### config.mk
export PLATFORM = sky130hd
export DESIGN_NAME = pkt_link_arb
export DESIGN_NICKNAME = d
export VERILOG_FILES = /design/src/rtl/pkt_link_arb.sv
export SDC_FILE = /design/constraint.sdc
export NUM_CORES = 1
export LEC_CHECK = 0
export BUFFER_PORTS_ARGS = -buffer_cell sky130_fd_sc_hd__buf_2
export CAP_MARGIN = 5
export CORE_MARGIN = 4
export CORE_UTILIZATION = 55
export CTS_CLUSTER_DIAMETER = 120
export CTS_CLUSTER_SIZE = 30
export DETAILED_ROUTE_END_ITERATION = 8
export PLACE_DENSITY = 0.9
export SLEW_MARGIN = 20
export SYNTH_ARGS = -nofsm -noshare
export SYNTH_HDL_FRONTEND = slang
export SYNTH_SLANG_ARGS = --single-unit
### constraint.sdc
create_clock -name clk -period 4.2 [get_ports clk]
set_clock_uncertainty 0.1 [all_clocks]
set_input_delay 0.21 -clock clk [delete_from_list [all_inputs] [get_ports clk]]
set_output_delay 0.21 -clock clk [all_outputs]
set_load 0.01 [all_outputs]
### src/rtl/pkt_link_arb.sv
module pkt_link_arb #(
  parameter int NSRC  = 4,
  parameter int NDST  = 4,
  parameter int DEPTH = 8
) (
  input  logic                          clk,
  input  logic                          rst_n,
  input  logic [NSRC-1:0]               src_valid,
  input  logic [NSRC*9-1:0]             src_data,
  input  logic [NSRC*$clog2(NDST)-1:0]  src_dest,
  output logic [NSRC-1:0]               src_ready,
  output logic [NDST-1:0]               dst_valid,
  output logic [8:0]                    dst_data,
  input  logic [NDST-1:0]               dst_ready,
  output logic [NDST-1:0]               dst_busy,
  output logic                          link_busy,
  output logic [$clog2(NSRC)-1:0]       link_owner
);
  localparam int SW = $clog2(NSRC);
  localparam int DW = $clog2(NDST);
  localparam int AW = $clog2(DEPTH);
  localparam int EW = DW + 9;
  localparam logic [8:0] END_TOK = 9'h101;

  logic [SW-1:0] owner, rr_last, pick, gnt;
  logic          locked, found;
  logic [EW-1:0] mem [DEPTH];
  logic [AW:0]   wp, rp;
  logic          full, empty, push, pop;
  logic [8:0]    in_tok;
  logic [DW-1:0] in_dst, hd_dst;

  always_comb begin
    pick  = '0;
    found = 1'b0;
    for (int k = 1; k <= NSRC; k++) begin
      int j;
      j = int'(rr_last) + k;
      if (j >= NSRC) j = j - NSRC;
      if (!found && src_valid[j]) begin
        pick  = SW'(j);
        found = 1'b1;
      end
    end
  end

  assign gnt    = locked ? owner : pick;
  assign full   = (wp[AW] != rp[AW]) && (wp[AW-1:0] == rp[AW-1:0]);
  assign empty  = (wp == rp);
  assign in_tok = src_data[gnt*9 +: 9];
  assign in_dst = src_dest[gnt*DW +: DW];

  always_comb begin
    src_ready = '0;
    if ((locked || found) && !full) src_ready[gnt] = 1'b1;
  end

  assign push = |(src_valid & src_ready);

  always_ff @(posedge clk or negedge rst_n) begin
    if (!rst_n) begin
      locked  <= 1'b0;
      owner   <= '0;
      rr_last <= SW'(NSRC - 1);
    end else if (push) begin
      rr_last <= gnt;
      owner   <= gnt;
      locked  <= (in_tok != END_TOK);
    end
  end

  always_ff @(posedge clk) begin
    if (push) mem[wp[AW-1:0]] <= {in_dst, in_tok};
  end

  assign hd_dst   = mem[rp[AW-1:0]][EW-1:9];
  assign dst_data = mem[rp[AW-1:0]][8:0];

  always_comb begin
    dst_valid = '0;
    if (!empty) dst_valid[hd_dst] = 1'b1;
  end

  assign pop = |(dst_valid & dst_ready);

  always_ff @(posedge clk or negedge rst_n) begin
    if (!rst_n) begin
      wp       <= '0;
      rp       <= '0;
      dst_busy <= '0;
    end else begin
      if (push) wp <= wp + 1'b1;
      if (pop) begin
        rp               <= rp + 1'b1;
        dst_busy[hd_dst] <= (dst_data != END_TOK);
      end
    end
  end

  assign link_busy  = locked;
  assign link_owner = owner;
endmodule

==> results.ini <==
[min_path]
hold_path_class = primary input to flip-flop
worstHoldPathCells = 3
hold_start = dst_ready[3]
min_to = dst_busy[3]$_DFFE_PN0P_

[power]
combPwrFrac_pct = 45.3
power_density_mw_per_mm2 = 704
seqPwrFrac_pct = 40.9
p_clk_share_pct = 13.8
switching_share_pct = 36.7
intPower_uw = 2500
peakVddDrop_v = 0.000362
switchingPower_uw = 1450
leakage_uw = 0.00214

[worst_setup_path]
worst_setup_path_end_kind = flip-flop
worstPathRequired_ps = 4100
r2r_slack_ps = 840
reg2reg_depth = 7
rr_endpoint = mem[7][2]$_DFFE_PP_
cp_slowest_stage_delay_ps = 620
worstSetupStartpointType = flip-flop
crit_path_cell_trace = mux2_2 -> a221o_1 -> o21ai_2 -> nand2_1 -> o22ai_4 -> nand4_1 -> inv_1
slowest_stage = dfstp_2
path_class = flip-flop to flip-flop
cp_max_fo = 15
cp.arrival_ps = 3260
r2r-start = rr_last[1]$_DFFE_PN1P_

[route]
first_pass_iters = 5
drt_first_iter_violations = 179
wl_per_cell_um = 20.1
finalWirelength_um = 10100
via_count = 2976
drc_errors = 0
viasPerCell = 5.93
ant_nets = 0

[run]
maxCapViolCount = 0

[final_layout]
multi_input_area_mm2 = 0.00173
final_cell_mix = edfxtp_1, buf_2, nand2_1, mux4_1, nor2_1
final_common_cell = edfxtp_1
layout-drive-gt1-share_pct = 34.8
finalInstanceArea_mm2 = 0.00562
fin_nets = 446
final-seq-area_mm2 = 0.00307
fillers = 614
diodes = 0
area_growth_pct = 13.3

[yosys]
synth_top_family_by_area = multiplexers
syn_nets = 361
synth_top_cell_by_area = edfxtp_1
synthFlopType = edfxtp_1
synthMuxAreaShare_pct = 19.4
synth-xor-area-share_pct = 1.77
synth-edff-count = 88
syn_area_mm2 = 0.00496
postSynthCellCount = 305
yosysWarningCount = 0
synth-simple-area-share_pct = 7.84
ys_seq_area_share_pct = 61.9
syn_avg_cell_area_um2 = 16.3
ys_ff_latch = 105
synth_top_area_share_pct = 53.3
synthTopCellsByArea = edfxtp_1, mux4_1, dfrtp_1, mux2_2, mux2i_1
async_flop_share_pct = 16.2
synth_cell_type_count = 55
synth_fa_ha_area_share_pct = 0.504
synth_compound_area_share_pct = 5.27

[place]
gp_congestion = 0.905
dp_hpwl_um = 7350
portBuffers = 77
dpl-instance-area_mm2 = 0.00544

[clock_tree]
cts.clk_slew.worst_paths_ps = 90
clock-root-buffer = clkbuf_8
cts_setup_buffers = 0
clockBufferDepth = 2
tritoncts = built
insertion_delay_ps = 350
cts.sinks = 105
h-tree-depth = 3
numCtsBuffers = 9

[floorplanning]
die_area_mm2 = 0.0106
die_x_um = 103
rows = 34
core-area_mm2 = 0.00876
pin_count = 78
die_y_um = 103
initial_core_util_pct = 56.6

[global_routing]
grt_pass1_wl_um = 16100
grt_pass1_vias = 3132
grt_usage_pct = 20.6
antenna_found_initial = 0
overflow = 0
grt_max_degree = 27

[sta]
slew_viol_final = 0
fmax_mhz = 297
fin_crit_ps = 3360
rsz0062_at_grt = no
tightest_slew_ps = 919
timing.final.crit_share_pct = 80.1
final.setup.tns_ps = 0
hold_viol_final = 0
holdWs_ps = 93.7
slew_headroom_pct = 38.8
setup_viol = 0

[outcome]
status = finished, final reports clean

Yosys cell counts (2+ instances only):
library cell / number
edfxtp_1: 88
nand2_1: 22
mux4_1: 19
nor2_1: 19
mux2_2: 18
mux2i_1: 18
dfrtp_1: 15
a21oi_1: 8
nand2b_1: 8
a22oi_1: 6
clkbuf_1: 6
xor2_1: 6
buf_6: 5
inv_1: 5
nor3_1: 4
xnor2_1: 4
a31oi_1: 3
buf_2: 3
mux4_2: 3
a211oi_1: 2
and2_1: 2
and3_1: 2
buf_12: 2
dfstp_2: 2
ha_1: 2
nand4_1: 2
nor4_1: 2
o22ai_1: 2
worst max-delay path, delay by kind of cell, from the launching register on:
family | cells | cell delay [ps]
multiplexers | 1 | 350
flip-flops | 1 | 620
AND/OR/NAND/NOR | 2 | 410
buffers and inverters | 1 | 400
AO/OA/AOI/OAI | 3 | 1130
power groups by stage:
stage               Clock, uW  Sequential [uW]  Combinational (uW)
finish                    544             1620                1790
global route              610             1650                1940
CTS                       554             1620                1810
detailed placement          0             1640                1800
global placement            0             1620                1720
floorplan                   0             1580                1360
logic make-up after synthesis:
family / Yosys count
muxes: 59
adders and majority gates: 2
and+or+nand+nor: 72
xor gates and xnor gates: 10
AOI/OAI and AO/OA: 34
buffers and inverters: 23
DFF: 105
per-layer routing:
metal  GRT usage, %  vias to the layer above  part of all wire (%)
met3           4.19                       16                   6.2
met2           33.0                      140                    49
met5              0                        -                     0
met1           28.0                     1441                    42
met4           8.17                        0                   2.2
li1               -                     1379                     -
state kept, by name, summed over array words and instances (netlist names):
register and count:
dst_busy 4, link_busy 1, link_owner 2, mem 88
rp 4, rr_last 2, wp 4
stage by stage:
stage / setup WS (ps) / util, % / total power (uW) / cells
global route: 636 / 64.1 / 4200 / 502
finish: 838 / 64.1 / 3960 / 502
global placement: 979 / 62.1 / 3340 / 486
CTS: 865 / 64.1 / 3990 / 502
detailed placement: 874 / 62.1 / 3450 / 486
floorplan: 886 / - / 2950 / 305
what timing repair did:
item	CTS	global route
gates resized for setup	0	0
hold buffers	1	0
hold endpoints to repair	17	0
cell type report:
type | instances | area share [%]
clock inverter | 6 | 0.801
inverter | 5 | 0.334
clock buffer | 9 | 2.20
sequential | 105 | 54.6
timing repair buffer | 92 | 8.90
tap | 108 | 2.40
multi-input combinational | 177 | 30.7
worst max-delay path by stage:
stage | startpoint | end | slack, ps | cells past startpoint
after floorplan | rr_last[1]$_DFFE_PN1P_ | mem[0][0]$_DFFE_PP_ | 890 | 8
after global placement | rr_last[1]$_DFFE_PN1P_ | mem[7][6]$_DFFE_PP_ | 980 | 7
after detailed placement | rr_last[1]$_DFFE_PN1P_ | mem[7][8]$_DFFE_PP_ | 870 | 7
after CTS | rr_last[1]$_DFFE_PN1P_ | mem[7][2]$_DFFE_PP_ | 870 | 7
after global routing | rr_last[1]$_DFFE_PN1P_ | mem[7][1]$_DFFE_PP_ | 640 | 7
final | rr_last[1]$_DFFE_PN1P_ | mem[7][2]$_DFFE_PP_ | 840 | 7
Power figures use the tool's default switching activity.
